### config.mk
export PLATFORM = sky130hd
export DESIGN_NAME = link_residency_analyzer
export DESIGN_NICKNAME = d
export VERILOG_FILES = /design/src/rtl/lra_pkg.sv /design/src/rtl/lra_item_select.sv /design/src/rtl/lra_window_timer.sv /design/src/rtl/link_residency_analyzer.sv
export SDC_FILE = /design/constraint.sdc
export NUM_CORES = 1
export LEC_CHECK = 0
export ABC_CLOCK_PERIOD_IN_PS = 6800
export CAP_MARGIN = 5
export CORE_MARGIN = 4
export CORE_UTILIZATION = 70
export DETAILED_ROUTE_END_ITERATION = 10
export DONT_BUFFER_PORTS = 1
export PLACE_DENSITY = 0.92
export SYNTH_ARGS = -nofsm -noshare
export SYNTH_HDL_FRONTEND = slang
export SYNTH_SLANG_ARGS = --single-unit
export TNS_END_PERCENT = 50
### constraint.sdc
create_clock -name clk -period 6.8 [get_ports clk]
set_clock_uncertainty 0.05 [all_clocks]
set_input_delay 0.34 -clock clk [delete_from_list [all_inputs] [get_ports clk]]
set_output_delay 0.34 -clock clk [all_outputs]
set_load 0.05 [all_outputs]
### src/rtl/lra_pkg.sv
package lra_pkg;
  localparam int AW    = 8;
  localparam int DW    = 32;
  localparam int RW    = 64;
  localparam int TW    = 23;
  localparam int NFLAG = 8;
  localparam int NPAY  = 4;

  localparam logic [AW-1:0] OFS_CTL = 8'h10;
  localparam logic [AW-1:0] OFS_LO  = 8'h14;
  localparam logic [AW-1:0] OFS_HI  = 8'h18;

  localparam int FL_TXL0S = 0;
  localparam int FL_RXL0S = 1;
  localparam int FL_L0    = 2;
  localparam int FL_L1    = 3;
  localparam int FL_L11   = 4;
  localparam int FL_L12   = 5;
  localparam int FL_RECOV = 6;
  localparam int FL_AUX   = 7;

  // window code to tick count; zero means manual window
  function automatic logic [TW-1:0] win_ticks(input logic [7:0] code);
    case (code)
      8'hFF:   win_ticks = TW'(4);
      8'h01:   win_ticks = TW'(1000);
      8'h02:   win_ticks = TW'(10000);
      8'h03:   win_ticks = TW'(100000);
      8'h04:   win_ticks = TW'(1000000);
      8'h05:   win_ticks = TW'(2000000);
      8'h06:   win_ticks = TW'(4000000);
      default: win_ticks = '0;
    endcase
  endfunction
endpackage

### src/rtl/lra_item_select.sv
module lra_item_select
  import lra_pkg::*;
#(
  parameter int PW = 8
) (
  input  logic [7:0]         sel,
  input  logic [NFLAG-1:0]   flags,
  input  logic [NPAY*PW-1:0] payload,
  output logic [PW-1:0]      amount
);
  logic [PW-1:0] lane [NPAY];

  for (genvar g = 0; g < NPAY; g++) begin : g_lane
    assign lane[g] = payload[g*PW +: PW];
  end

  always_comb begin
    amount = '0;
    case (sel)
      8'h00: amount = PW'(1);
      8'h01: amount = PW'(flags[FL_TXL0S]);
      8'h02: amount = PW'(flags[FL_RXL0S]);
      8'h03: amount = PW'(flags[FL_L0]);
      8'h04: amount = PW'(flags[FL_L1]);
      8'h05: amount = PW'(flags[FL_L11]);
      8'h06: amount = PW'(flags[FL_L12]);
      8'h07: amount = PW'(flags[FL_RECOV]);
      8'h08: amount = PW'(flags[FL_TXL0S] & flags[FL_RXL0S]);
      8'h09: amount = PW'(flags[FL_AUX]);
      default: begin
        if (sel[7:2] == 6'b001000) amount = lane[sel[1:0]];
      end
    endcase
  end
endmodule

### src/rtl/lra_window_timer.sv
module lra_window_timer
  import lra_pkg::*;
(
  input  logic       clk,
  input  logic       rst_n,
  input  logic       start,
  input  logic       run,
  input  logic       us_tick,
  input  logic [7:0] win_code,
  output logic       expire
);
  logic [TW-1:0] lim_q, lim_d, cnt_q, cnt_d;
  logic          timed, upd;

  always_comb begin
    timed  = (lim_q != '0);
    expire = run && timed && us_tick && (cnt_q == lim_q - TW'(1));
    upd    = start || (run && timed && us_tick);
    lim_d  = start ? win_ticks(win_code) : lim_q;
    cnt_d  = start ? '0 : cnt_q + TW'(1);
  end

  always_ff @(posedge clk or negedge rst_n) begin
    if (!rst_n) begin
      lim_q <= '0;
      cnt_q <= '0;
    end else if (upd) begin
      lim_q <= lim_d;
      cnt_q <= cnt_d;
    end
  end

  assert_tick_bound_R7: assert property (@(posedge clk) disable iff (!rst_n)
    run |-> ((lim_q == '0) || (cnt_q < lim_q)));
endmodule

### src/rtl/link_residency_analyzer.sv
module link_residency_analyzer
  import lra_pkg::*;
#(
  parameter int PW = 8
) (
  input  logic                 clk,
  input  logic                 rst_n,
  input  logic                 reg_wr,
  input  logic                 reg_rd,
  input  logic [AW-1:0]        reg_addr,
  input  logic [DW-1:0]        reg_wdata,
  output logic [DW-1:0]        reg_rdata,
  input  logic                 us_tick,
  input  logic [NFLAG-1:0]     link_flags,
  input  logic [NPAY*PW-1:0]   payload_bytes
);
  logic          rs_meta, rs_n;
  logic [7:0]    sel_q, win_q;
  logic          run_q, run_d;
  logic [RW-1:0] acc_q, acc_d;
  logic [DW-1:0] snap_q;
  logic          ctl_wr, hi_rd, start, expire, acc_en;
  logic [PW-1:0] amount;
  logic          unused_wbits;

  assign unused_wbits = ^{reg_wdata[23:16], reg_wdata[7:1]};

  // reset synchronizer: asynchronous assert, synchronous release
  always_ff @(posedge clk or negedge rst_n) begin
    if (!rst_n) begin
      rs_meta <= 1'b0;
      rs_n    <= 1'b0;
    end else begin
      rs_meta <= 1'b1;
      rs_n    <= rs_meta;
    end
  end

  lra_item_select #(.PW(PW)) u_sel (
    .sel     (sel_q),
    .flags   (link_flags),
    .payload (payload_bytes),
    .amount  (amount)
  );

  lra_window_timer u_tmr (
    .clk      (clk),
    .rst_n    (rs_n),
    .start    (start),
    .run      (run_q),
    .us_tick  (us_tick),
    .win_code (reg_wdata[15:8]),
    .expire   (expire)
  );

  always_comb begin
    ctl_wr = reg_wr && (reg_addr == OFS_CTL);
    hi_rd  = reg_rd && (reg_addr == OFS_HI);
    start  = ctl_wr && reg_wdata[0] && (!run_q || expire);
    if (ctl_wr)      run_d = reg_wdata[0];
    else if (expire) run_d = 1'b0;
    else             run_d = run_q;
    acc_en = start || run_q;
    acc_d  = start ? '0 : acc_q + RW'(amount);
  end

  always_ff @(posedge clk or negedge rs_n) begin
    if (!rs_n) begin
      sel_q <= '0;
      win_q <= '0;
      run_q <= 1'b0;
    end else begin
      run_q <= run_d;
      if (ctl_wr) begin
        sel_q <= reg_wdata[31:24];
        win_q <= reg_wdata[15:8];
      end
    end
  end

  always_ff @(posedge clk or negedge rs_n) begin
    if (!rs_n) acc_q <= '0;
    else if (acc_en) acc_q <= acc_d;
  end

  always_ff @(posedge clk or negedge rs_n) begin
    if (!rs_n) snap_q <= '0;
    else if (hi_rd) snap_q <= acc_q[DW-1:0];
  end

  always_comb begin
    case (reg_addr)
      OFS_CTL: reg_rdata = {sel_q, 8'h00, win_q, 7'h00, run_q};
      OFS_LO:  reg_rdata = snap_q;
      OFS_HI:  reg_rdata = acc_q[RW-1:DW];
      default: reg_rdata = '0;
    endcase
  end

  assert_start_clears_R3: assert property (@(posedge clk) disable iff (!rs_n)
    (reg_wr && (reg_addr == OFS_CTL) && reg_wdata[0] && !run_q) |=> (acc_q == '0));
  assert_grows_R3: assert property (@(posedge clk) disable iff (!rs_n)
    (run_q && !reg_wr) |=> (acc_q >= $past(acc_q)));
  assert_frozen_R7: assert property (@(posedge clk) disable iff (!rs_n)
    (!run_q && !reg_wr) |=> $stable(acc_q));
  assert_self_clear_R7: assert property (@(posedge clk) disable iff (!rs_n)
    (expire && !reg_wr) |=> !run_q);
  assert_snapshot_R9: assert property (@(posedge clk) disable iff (!rs_n)
    (reg_rd && (reg_addr == OFS_HI)) |=> (snap_q == $past(acc_q[DW-1:0])));
endmodule

Word level (Yosys, flattened, before mapping). Index checks and enable logic that the tools add are counted.

Register bits after elaboration: 161. Input bits: 85. Output and inout bits: 32. Logic and storage cells: 62.

Add/subtract/negate cells: 3. Magnitude comparators: 1. Equality and inequality tests: 21. Mux-type cells: 11. Bitwise logic cells: 2. Reductions and logical operators: 15.

Operators with widths (count): $pmux W22 S7 (1); $pmux W32 S3 (1); $pmux W8 S10 (1); $add A64 B8 Y64 (1); $mux W64 (1); $eq A8 B3 Y1 const B (7); $eq A8 B2 Y1 const B (4); $eq A8 B5 Y1 const B (3); $mux W8 (3); $add A23 B1 Y23 const B (1); $eq A23 B23 Y1 (1); $mux W23 (1); $reduce_bool A23 Y1 (1); $sub A23 B1 Y23 const B (1); $bmux W8 S2 (1); $eq A8 B1 Y1 const B (2); $eq A8 B4 Y1 const B (2); $eq A8 B8 Y1 const B (1); $logic_not A8 Y1 (1); $logic_and A1 B1 Y1 (7); $eq A6 B4 Y1 const B (1); $ge A3 B3 Y1 const B (1); $logic_or A1 B1 Y1 (3); $not A2 Y3 (1); 5 further kinds (6).

Logic depth before layout (Yosys ltp). Gate-level depths: netlist of the first run.

Depth in word-level cells: 8. Gate-level depth with buffers: 17. Depth with buffers taken out: 15.

Modules after synthesis. A second synthesis of the first run with hierarchy kept.

Cell total of the unflattened synthesis: 979. Area, all modules: 9277.6 µm².

By module, submodules not included: link_residency_analyzer (instances 1, cells an instance 618, area each 6207.2 µm², sequential area each 2877.8 µm²); lra_window_timer (instances 1, cells an instance 326, area each 2713.9 µm², sequential area each 975.9 µm²); lra_item_select (instances 1, cells an instance 35, area each 356.6 µm², sequential area each 0.0 µm²).

Worst setup path before layout of the first run. OpenSTA, ideal clock, no wires.

Path type: flip-flop to flip-flop. Start point: register sel_q[0]. End point: register acc_q[50]. Library setup time: 0.119 ns. Arrival time: 3.913 ns. Required time: 6.631 ns. Setup slack: 2.718 ns. Cell stages (with the launch flop): 16. Path buffers: 2. Period minus slack after synthesis: 4.082 ns. Cells stage by stage: dfrtp_1 clkbuf_1 clkbuf_1 mux4_2 o32a_1 o32ai_1 ha_1 inv_1 fa_1 nor2b_1 o21ai_1 a211oi_1 o211ai_1 nor4_1 xnor2_1 nor2_1.

Word-level cells in the longest chain between the ends: 8. Elaborated cells between the ends (all ways): 18. Those cells by class: add/sub (1); eq/ne (9); mux (6); bitwise (1); reduce/logical (1).

RTL lines: start, declared (RTL line link_residency_analyzer.sv:18) `logic [7:0] sel_q, win_q;`; start signal, assigned (RTL line link_residency_analyzer.sv:75) `sel_q <= reg_wdata[31:24];`; $not A2 Y3 (implied by the code) (RTL line lra_item_select.sv:31) `if (sel[7:2] == 6'b001000) amount = lane[sel[1:0]];`; $bmux W8 S2 (RTL line lra_item_select.sv:31); $mux W8 (implied by the code) (2 in a row) (RTL line lra_item_select.sv:31); $mux W8 (RTL line lra_item_select.sv:31); $pmux W8 S10 (*) (RTL line lra_item_select.sv:19) `case (sel)`; $add A64 B8 Y64 (*) (RTL line link_residency_analyzer.sv:64) `acc_d = start ? '0 : acc_q + RW'(amount);`; $mux W64 (*) (RTL line link_residency_analyzer.sv:64); end signal, assigned (RTL line link_residency_analyzer.sv:82) `if (!rs_n) acc_q <= '0;`; end signal, assigned (RTL line link_residency_analyzer.sv:83) `else if (acc_en) acc_q <= acc_d;`; end, declared (RTL line link_residency_analyzer.sv:20) `logic [RW-1:0] acc_q, acc_d;`.

Mark *: on every way between the ends. The rest lies on a longest branch, timed or not. The select of a mux whose other input is x is not followed. A chain may end at the register's enable or synchronous reset.

Final worst setup path of the first run.
Start point: register sel_q[0]. End point: register acc_q[52].

The elaborated chain is that of the path after synthesis.

==> impl_results.html, run 1 <==
<table>
<tr><th>Metric</th><th>Value</th></tr>
<tr><th colspan="2">Floorplan</th></tr>
<tr><td>Die width</td><td>123 um</td></tr>
<tr><td>Number of cell rows</td><td>41</td></tr>
<tr><td>Starting utilization of the core area</td><td>72.4%</td></tr>
<tr><td>Die Area</td><td>0.0152 sq mm</td></tr>
<tr><td>Placeable Area</td><td>0.0128 sq mm</td></tr>
<tr><td>I/O pin count</td><td>117</td></tr>
<tr><td>Die boundary height</td><td>123 um</td></tr>
<tr><th colspan="2">Worst setup path</th></tr>
<tr><td>Setup slack on the worst flop-to-flop path</td><td>1.90 ns</td></tr>
<tr><td>Crit path kind</td><td>flop to flop</td></tr>
<tr><td>Element type at the critical path start</td><td>flop</td></tr>
<tr><td>Reg2Reg Capture Point</td><td>acc_q[52]</td></tr>
<tr><td>Startpoint of the worst-slack reg-to-reg timing path</td><td>sel_q[0]</td></tr>
<tr><td>Critical Path Start</td><td>sel_q[0]</td></tr>
<tr><td>Destination of the critical timing path</td><td>acc_q[52]</td></tr>
<tr><td>Arrival time worst endpoint</td><td>5.12 ns</td></tr>
<tr><td>Sort of element at the end of the critical path</td><td>flop</td></tr>
<tr><td>Crit path max fanout</td><td>16</td></tr>
<tr><td>Number of cell instances on the worst register-to-register path</td><td>15</td></tr>
<tr><td>Required @ worst endpoint</td><td>7.02 ns</td></tr>
<tr><th colspan="2">Yosys</th></tr>
<tr><td>Synth Warn #</td><td>0</td></tr>
<tr><td>Cell area after synthesis</td><td>0.00929 sq mm</td></tr>
<tr><td>Number of enable flip-flop cells after synthesis</td><td>0</td></tr>
<tr><td>Commonest register cell after synthesis</td><td>dfrtp_1</td></tr>
<tr><td>Number of distinct library cells after synthesis</td><td>76</td></tr>
<tr><td>Flop and latch count out of synthesis</td><td>154</td></tr>
<tr><td>Sequential-to-total area share from yosys stat</td><td>41.5%</td></tr>
<tr><td>Average footprint of a synthesized cell</td><td>9.65 sq um</td></tr>
<tr><td>Synthesized Nets</td><td>1058</td></tr>
<tr><td>Fraction of registers with async set or reset after synthesis</td><td>100%</td></tr>
<tr><td>Gate count of the mapped netlist</td><td>962</td></tr>
<tr><th colspan="2">Detailed routing</th></tr>
<tr><td>WL final</td><td>23600 um</td></tr>
<tr><td>Detailed-route DRC error count</td><td>0</td></tr>
<tr><td>Remaining antenna violation count after routing</td><td>0</td></tr>
<tr><td>Overall via count from detail_route</td><td>7538</td></tr>
<tr><td>Detailed Route Iter0 Violations</td><td>897</td></tr>
<tr><td>Number of optimization iterations in the first detailed-route pass</td><td>7</td></tr>
<tr><td>Post-DR vias/cell</td><td>6.69</td></tr>
<tr><td>Mean routed wirelength per cell</td><td>21.0 um</td></tr>
<tr><th colspan="2">Global routing</th></tr>
<tr><td>Global Route Usage Sum</td><td>32.5%</td></tr>
<tr><td>Global-route congestion overflow total</td><td>0</td></tr>
<tr><td>First-pass GRT wire length</td><td>38300 um</td></tr>
<tr><td>Via count of the first global-routing pass</td><td>7462</td></tr>
<tr><td>Number of antenna violations at the first check in global routing</td><td>0</td></tr>
<tr><td>Pin count of the biggest net entering global routing</td><td>95</td></tr>
<tr><th colspan="2">Flow run</th></tr>
<tr><td>Max-capacitance violation count</td><td>0</td></tr>
<tr><th colspan="2">Pwr</th></tr>
<tr><td>Post-route total power</td><td>2.15 mW</td></tr>
<tr><td>Peak ir drop on the vdd network</td><td>0.293 mV</td></tr>
<tr><td>Clock network fraction of design power</td><td>50.0%</td></tr>
<tr><td>Net switching share of the total power</td><td>22.6%</td></tr>
<tr><td>NetSw</td><td>0.486 mW</td></tr>
<tr><td>Leakage power of the design</td><td>4.47 nW</td></tr>
<tr><td>Logic gate share of total power</td><td>5.2%</td></tr>
<tr><td>Sequential share of power</td><td>44.8%</td></tr>
<tr><td>Power Internal</td><td>1.66 mW</td></tr>
<tr><td>Power density normalized to cell area</td><td>214 mW/mm^2</td></tr>
<tr><th colspan="2">Layout</th></tr>
<tr><td>Layout cell share with drive strength beyond 1</td><td>9.75%</td></tr>
<tr><td>Area occupied by registers</td><td>0.00386 sq mm</td></tr>
<tr><td>Number of nets in the layout</td><td>1037</td></tr>
<tr><td>Layout area overhead</td><td>8.22%</td></tr>
<tr><td>Count of filler cells inserted in the layout</td><td>787</td></tr>
<tr><td>Area occupied by multi-input gates</td><td>0.00510 sq mm</td></tr>
<tr><td>Number of inserted diodes</td><td>0</td></tr>
<tr><th colspan="2">Clock network</th></tr>
<tr><td>Post CTS Setup Buffer Count</td><td>0</td></tr>
<tr><td>Post-CTS clock slew at the launch and capture registers of the worst setup and hold paths</td><td>0.06 ns</td></tr>
<tr><td>TritonCTS Buffers</td><td>17</td></tr>
<tr><td>TritonCTS clock tree</td><td>yes</td></tr>
<tr><td>H-tree lvl count</td><td>4</td></tr>
<tr><td>Clock root cell</td><td>clkbuf_16</td></tr>
<tr><td>Clock Sink Count</td><td>154</td></tr>
<tr><td>Bufs on Longest Clock Path</td><td>2</td></tr>
<tr><td>Clock latency at the later pin of the worst-skew pair</td><td>0.44 ns</td></tr>
<tr><th colspan="2">Placed design</th></tr>
<tr><td>Number of buffer cells added on primary ports</td><td>0</td></tr>
<tr><td>HPWL Detailed</td><td>15800 um</td></tr>
<tr><td>RePlAce Congestion</td><td>0.937</td></tr>
<tr><th colspan="2">STA</th></tr>
<tr><td>Count of endpoints failing setup in the final report</td><td>0</td></tr>
<tr><td>Setup TNS</td><td>0 ns</td></tr>
<tr><td>Max_slew headroom</td><td>25.6%</td></tr>
<tr><td>Actual transition at the worst max-transition pin</td><td>1.12 ns</td></tr>
<tr><td>Endpoints failing hold</td><td>0</td></tr>
<tr><td>Final-report max-slew violation count</td><td>0</td></tr>
<tr><td>Fmax</td><td>204 MHz</td></tr>
<tr><td>Unrepaired setup endpoints after global routing</td><td>false</td></tr>
<tr><td>Ratio of final minimum period to clock period</td><td>72.1%</td></tr>
<tr><td>Time the final worst path needs with I/O delays and setup</td><td>4.90 ns</td></tr>
<tr><th colspan="2">Hold path</th></tr>
<tr><td>Hold wc startpoint</td><td>reg_wdata[30]</td></tr>
<tr><td>Worst Hold Class</td><td>primary input to flop</td></tr>
<tr><td>Number of cells on the worst hold path</td><td>1</td></tr>
<tr><th colspan="2">Status</th></tr>
<tr><td>Outcome</td><td>complete, no violations</td></tr>
</table>
==> logic make-up after synthesis <==
logic type / share of synthesized area (%)
flops: 41.5
buf+inv: 3.69
mux: 12.3
compound gates: 9.15
other cells: 0.0404
fa+ha+maj: 1.56
xor+xnor: 9.43
simple gates: 22.3
==> routing by layer <==
metal	global-route usage (%)	up-vias	share of wire [%]	wire (um)
met1	43.8	3690	40	9450
li1	-	3335	-	-
met3	6.95	69	9.3	2200
met2	52.3	444	48	11300
met5	0	-	0	0
met4	12.1	0	3.0	698
==> synth_stat cells, types with 4 or more instances <==
master,number,area share (%)
nor2_1,168,6.8
dfrtp_1,154,41
xnor2_1,75,7.1
nand2_1,67,2.7
a21oi_1,35,1.9
clkbuf_1,34,1.4
nor3_1,34,1.8
mux2_1,27,3.3
nand3_1,25,1.3
xor2_1,25,2.4
mux2i_1,23,2.5
nand4_1,23,1.5
inv_1,20,0.81
mux2_2,18,2.2
a22o_1,15,1.4
and3_1,15,1.0
mux2_4,15,2.4
nor2b_1,12,0.81
and2_1,10,0.67
buf_2,10,0.54
ha_1,10,1.3
nand2b_1,10,0.67
o21ai_0,10,0.54
mux4_2,8,1.9
nor4_1,8,0.54
a21o_1,7,0.57
a32o_1,7,0.75
and4_1,5,0.47
buf_4,5,0.40
nand3b_1,5,0.40
o211ai_1,5,0.40
buf_6,4,0.49
nor4b_1,4,0.38
o31ai_1,4,0.32
==> state kept, by name, summed over array words and instances, names as in the netlist <==
signal / flops
rs_meta: 1
sel_q: 8
run_q: 1
acc_q: 64
rs_n: 1
u_tmr.cnt_q: 23
u_tmr.lim_q: 16
snap_q: 32
win_q: 8
==> worst min-delay path by stage <==
stage / endpoint
2_1_floorplan: rs_meta
3_3_place_gp: rs_meta
3_5_place_dp: rs_meta
4_1_cts: sel_q[6]
5_1_grt: sel_q[6]
6_report: sel_q[6]
==> critical path: stages, from the launching register on <==
cell      delay, ns
dfrtp_1        0.79
nand2_1        0.12
o21ai_0        0.12
a21oi_1        0.12
o32a_1         0.32
o32ai_1        0.24
ha_1           0.23
inv_1          0.06
fa_1           0.40
nor2b_1        0.15
o21ai_1        0.11
a211oi_1       0.85
o211ai_1       0.56
nor3_1         0.37
xnor2_1        0.18
nor2_1         0.07
==> layout by cell type, fill, tap and decap left out, types with 25 or more instances in the layout <==
cell type	instances
xor2_1	25
a21oi_1	35
nor3_1	34
mux2_1	27
nor2_1	168
nand2_1	67
dfrtp_1	153
nand3_1	25
xnor2_1	75
==> cell type report <==
cell class | instances | area share [%]
tap | 172 | 2.14
sequential | 154 | 38.4
inverter | 20 | 0.747
multi-input combinational | 733 | 50.7
timing repair buffer | 15 | 1.39
clock inverter | 12 | 2.08
clock buffer | 20 | 4.54
==> through the flow <==
step	utilization, %	std cells	worst slack, ns	cell area [sq um]	hold WS [ns]
floorplan	-	962	2.14	9290	-0.00559
global placement	72.3	1083	2.20	9270	-0.00553
detailed placement	72.3	1083	2.05	9270	-0.00552
CTS	78.4	1126	2.01	10000	0.000258
global route	78.4	1126	1.46	10000	0.00626
finish	78.4	1126	1.90	10000	0.0136
==> power groups by stage <==
stage	registers [mW]	logic (mW)	clock network [mW]
finish	0.963	0.111	1.08
global route	0.967	0.124	1.11
CTS	0.963	0.111	1.08
detailed placement	0.980	0.105	0
global placement	0.978	0.0993	0
floorplan	0.973	0.0880	0
==> timing repair <==
item	4_1_cts	5_1_grt
hold endpoints to repair	12	0
gates resized for setup	0	0
hold buffers	11	0
Power figures use the tool's default switching activity.
==> inputs of run 2 (changes only) <==
- ABC_CLOCK_PERIOD_IN_PS: 6800 -> 4000
- CORE_UTILIZATION: 70 -> 58
- PLACE_DENSITY: 0.92 -> 0.82
- clock period: 6.8 -> 4 ns (I/O delays scaled with it)
==> impl_results.html, run 2 (synthesis gave the netlist of run 1 again) <==
<table>
<tr><th>Metric</th><th>Value</th></tr>
<tr><th colspan="2">Worst setup path</th></tr>
<tr><td>Number of cell instances on the worst register-to-register path</td><td>15</td></tr>
<tr><td>Arrival time worst endpoint</td><td>4.01 ns</td></tr>
<tr><td>Reg2Reg Capture Point</td><td>acc_q[54]</td></tr>
<tr><td>Crit path kind</td><td>flop to flop</td></tr>
<tr><td>Setup slack on the worst flop-to-flop path</td><td>0.25 ns</td></tr>
<tr><td>Critical Path Start</td><td>sel_q[4]</td></tr>
<tr><td>Sort of element at the end of the critical path</td><td>flop</td></tr>
<tr><td>Element type at the critical path start</td><td>flop</td></tr>
<tr><td>Required @ worst endpoint</td><td>4.26 ns</td></tr>
<tr><td>Startpoint of the worst-slack reg-to-reg timing path</td><td>sel_q[4]</td></tr>
<tr><td>Crit path max fanout</td><td>9</td></tr>
<tr><th colspan="2">Layout</th></tr>
<tr><td>Number of inserted diodes</td><td>0</td></tr>
<tr><td>Largest registers</td><td>acc_q (64), snap_q (32), u_tmr.cnt_q (23)</td></tr>
<tr><td>Number of flip-flops in the largest register</td><td>64</td></tr>
<tr><td>Most common cell after layout, fill and taps aside</td><td>nor2_1</td></tr>
<tr><td>Layout area overhead</td><td>10.2%</td></tr>
<tr><td>Number of nets in the layout</td><td>1058</td></tr>
<tr><td>Biggest register</td><td>acc_q</td></tr>
<tr><td>Layout cell share with drive strength beyond 1</td><td>11.3%</td></tr>
<tr><td>Most frequent cells in the layout</td><td>nor2_1 (168), dfrtp_1 (153), xnor2_1 (75)</td></tr>
<tr><td>Count of placed standard cells in the final layout, fillers left out</td><td>1186</td></tr>
<tr><th colspan="2">Global routing</th></tr>
<tr><td>First-pass GRT wire length</td><td>37500 um</td></tr>
<tr><td>Pin count of the biggest net entering global routing</td><td>86</td></tr>
<tr><td>Met3 capacity usage during global routing</td><td>7.04%</td></tr>
<tr><td>Via count of the first global-routing pass</td><td>7175</td></tr>
<tr><td>Global Route Usage Sum</td><td>26.0%</td></tr>
<tr><td>Layer with the highest usage after global routing</td><td>met2</td></tr>
<tr><td>Number of antenna violations at the first check in global routing</td><td>0</td></tr>
<tr><td>GRT met2 Usage</td><td>40.1%</td></tr>
<tr><td>Global-route congestion overflow total</td><td>0</td></tr>
<tr><td>Grt met1 use</td><td>36.1%</td></tr>
<tr><th colspan="2">STA</th></tr>
<tr><td>Ratio of final minimum period to clock period</td><td>93.9%</td></tr>
<tr><td>Endpoints failing hold</td><td>0</td></tr>
<tr><td>Final-report max-slew violation count</td><td>0</td></tr>
<tr><td>Max_slew headroom</td><td>32.6%</td></tr>
<tr><td>Time the final worst path needs with I/O delays and setup</td><td>3.75 ns</td></tr>
<tr><td>Fmax</td><td>266 MHz</td></tr>
<tr><td>Unrepaired setup endpoints after global routing</td><td>false</td></tr>
<tr><td>Count of endpoints failing setup in the final report</td><td>0</td></tr>
<tr><td>Minimum setup slack in the final design</td><td>0.245 ns</td></tr>
<tr><td>Actual transition at the worst max-transition pin</td><td>1.01 ns</td></tr>
<tr><th colspan="2">Placed design</th></tr>
<tr><td>HPWL Detailed</td><td>15800 um</td></tr>
<tr><td>Post-placement cell count</td><td>1134</td></tr>
<tr><td>RePlAce Congestion</td><td>0.898</td></tr>
<tr><td>Number of buffer cells added on primary ports</td><td>0</td></tr>
<tr><td>Worst slack at placement</td><td>-0.0444 ns</td></tr>
<tr><th colspan="2">Pwr</th></tr>
<tr><td>Leakage power of the design</td><td>4.52 nW</td></tr>
<tr><td>Sequential share of power</td><td>48.2%</td></tr>
<tr><td>Logic gate share of total power</td><td>6.3%</td></tr>
<tr><td>Power density normalized to cell area</td><td>330 mW/mm^2</td></tr>
<tr><td>Peak ir drop on the vdd network</td><td>0.293 mV</td></tr>
<tr><td>Net switching share of the total power</td><td>24.4%</td></tr>
<tr><td>Clock network fraction of design power</td><td>45.5%</td></tr>
<tr><td>Power Internal</td><td>2.56 mW</td></tr>
<tr><td>NetSw</td><td>0.824 mW</td></tr>
<tr><th colspan="2">Clock network</th></tr>
<tr><td>Bufs on Longest Clock Path</td><td>2</td></tr>
<tr><td>H-tree lvl count</td><td>4</td></tr>
<tr><td>Clock Sink Count</td><td>154</td></tr>
<tr><td>Post-CTS clock slew at the launch and capture registers of the worst setup and hold paths</td><td>0.06 ns</td></tr>
<tr><td>Clock latency at the later pin of the worst-skew pair</td><td>0.44 ns</td></tr>
<tr><td>Clock root cell</td><td>clkbuf_16</td></tr>
<tr><td>TritonCTS clock tree</td><td>yes</td></tr>
<tr><td>TritonCTS Buffers</td><td>17</td></tr>
<tr><th colspan="2">Hold path</th></tr>
<tr><td>Worst Hold Class</td><td>primary input to flop</td></tr>
<tr><td>Number of cells on the worst hold path</td><td>2</td></tr>
<tr><td>Hold Path End</td><td>u_tmr.lim_q[7]</td></tr>
<tr><td>Hold wc startpoint</td><td>reg_wdata[9]</td></tr>
<tr><th colspan="2">Floorplan</th></tr>
<tr><td>Die boundary height</td><td>135 um</td></tr>
<tr><td>I/O pin count</td><td>117</td></tr>
<tr><td>Starting utilization of the core area</td><td>60.2%</td></tr>
<tr><td>Placeable Area</td><td>0.0154 sq mm</td></tr>
<tr><td>Number of cell rows</td><td>45</td></tr>
<tr><td>Die Area</td><td>0.0181 sq mm</td></tr>
<tr><td>Die width</td><td>135 um</td></tr>
<tr><th colspan="2">Detailed routing</th></tr>
<tr><td>Remaining antenna violation count after routing</td><td>0</td></tr>
<tr><td>Detailed-route DRC error count</td><td>0</td></tr>
<tr><td>WL final</td><td>22800 um</td></tr>
<tr><td>Detailed Route Iter0 Violations</td><td>599</td></tr>
<tr><td>Number of optimization iterations in the first detailed-route pass</td><td>6</td></tr>
<tr><td>Post-DR vias/cell</td><td>6.10</td></tr>
<tr><td>Overall via count from detail_route</td><td>7238</td></tr>
<tr><td>Mean routed wirelength per cell</td><td>19.2 um</td></tr>
<tr><th colspan="2">Status</th></tr>
<tr><td>Outcome</td><td>complete, no violations</td></tr>
<tr><th colspan="2">Flow run</th></tr>
<tr><td>Max-capacitance violation count</td><td>0</td></tr>
</table>
run 2: final cells by class:
type / count / area (sq um)
clock buffers: 20 / 437
clock inverters: 12 / 116
fillers: 1219 / 5200
inverters: 20 / 75.1
multi-input cells: 733 / 5130
flip-flops and latches: 154 / 3860
well taps: 211 / 264
repair buffers: 36 / 355
run 2: worst max-delay path by stage:
stage           endpoint  slack (ns)  cells after the start
3_5_place_dp   acc_q[26]       -0.04                     14
5_1_grt        acc_q[54]        0.03                     15
4_1_cts        acc_q[54]        0.03                     15
6_report       acc_q[54]        0.25                     15
3_3_place_gp   acc_q[24]        0.09                     14
2_1_floorplan  acc_q[50]       -0.08                     15
run 2: through the flow:
stage               TNS [ns]  power, mW  utilization [%]  hold slack (ns)  cell area, sq um
floorplan             -0.425       1.80                -           -0.146              9290
global placement           0       1.84             61.3           -0.146              9450
detailed placement    -0.121       1.85             61.3           -0.146              9450
CTS                        0       3.39             66.1          0.00280             10200
global route               0       3.50             66.3           0.0122             10200
finish                     0       3.38             66.3           0.0143             10200
run 2: power by group through the flow:
stage          combinational [mW]  sequential (mW)  clock (mW)
3_3_place_gp                0.185             1.66           0
6_report                    0.214             1.63        1.54
3_5_place_dp                0.193             1.66           0
2_1_floorplan               0.150             1.65           0
4_1_cts                     0.211             1.63        1.55
5_1_grt                     0.239             1.63        1.63
run 2: per-layer routing:
layer | routed length [um] | share of wire (%) | vias to the layer above
met4 | 503 | 2.2 | 0
met3 | 1830 | 8.0 | 41
met5 | 0 | 0 | -
li1 | - | - | 3382
met2 | 10600 | 46 | 283
met1 | 9870 | 43 | 3532
run 2: what timing repair did:
action | in CTS | in global routing
endpoints found under the hold margin | 21 | 0
pin swaps | 1 | 2
gates cloned | 0 | 0
hold buffers | 19 | 0
endpoints found under the setup margin | 5 | 23
gates resized for setup | 0 | 6
buffers inserted | 1 | 0
run 2: critical path, cell delays in order (launching register included):
cell	delay, ns
dfrtp_1	0.39
or3_1	0.42
or4b_4	0.56
o32ai_2	0.12
ha_2	0.22
inv_1	0.05
fa_1	0.40
nor2b_1	0.14
o21ai_1	0.12
a211oi_2	0.24
buf_4	0.18
o211ai_1	0.10
buf_4	0.20
nor3_2	0.23
xnor2_1	0.15
nor2_1	0.05
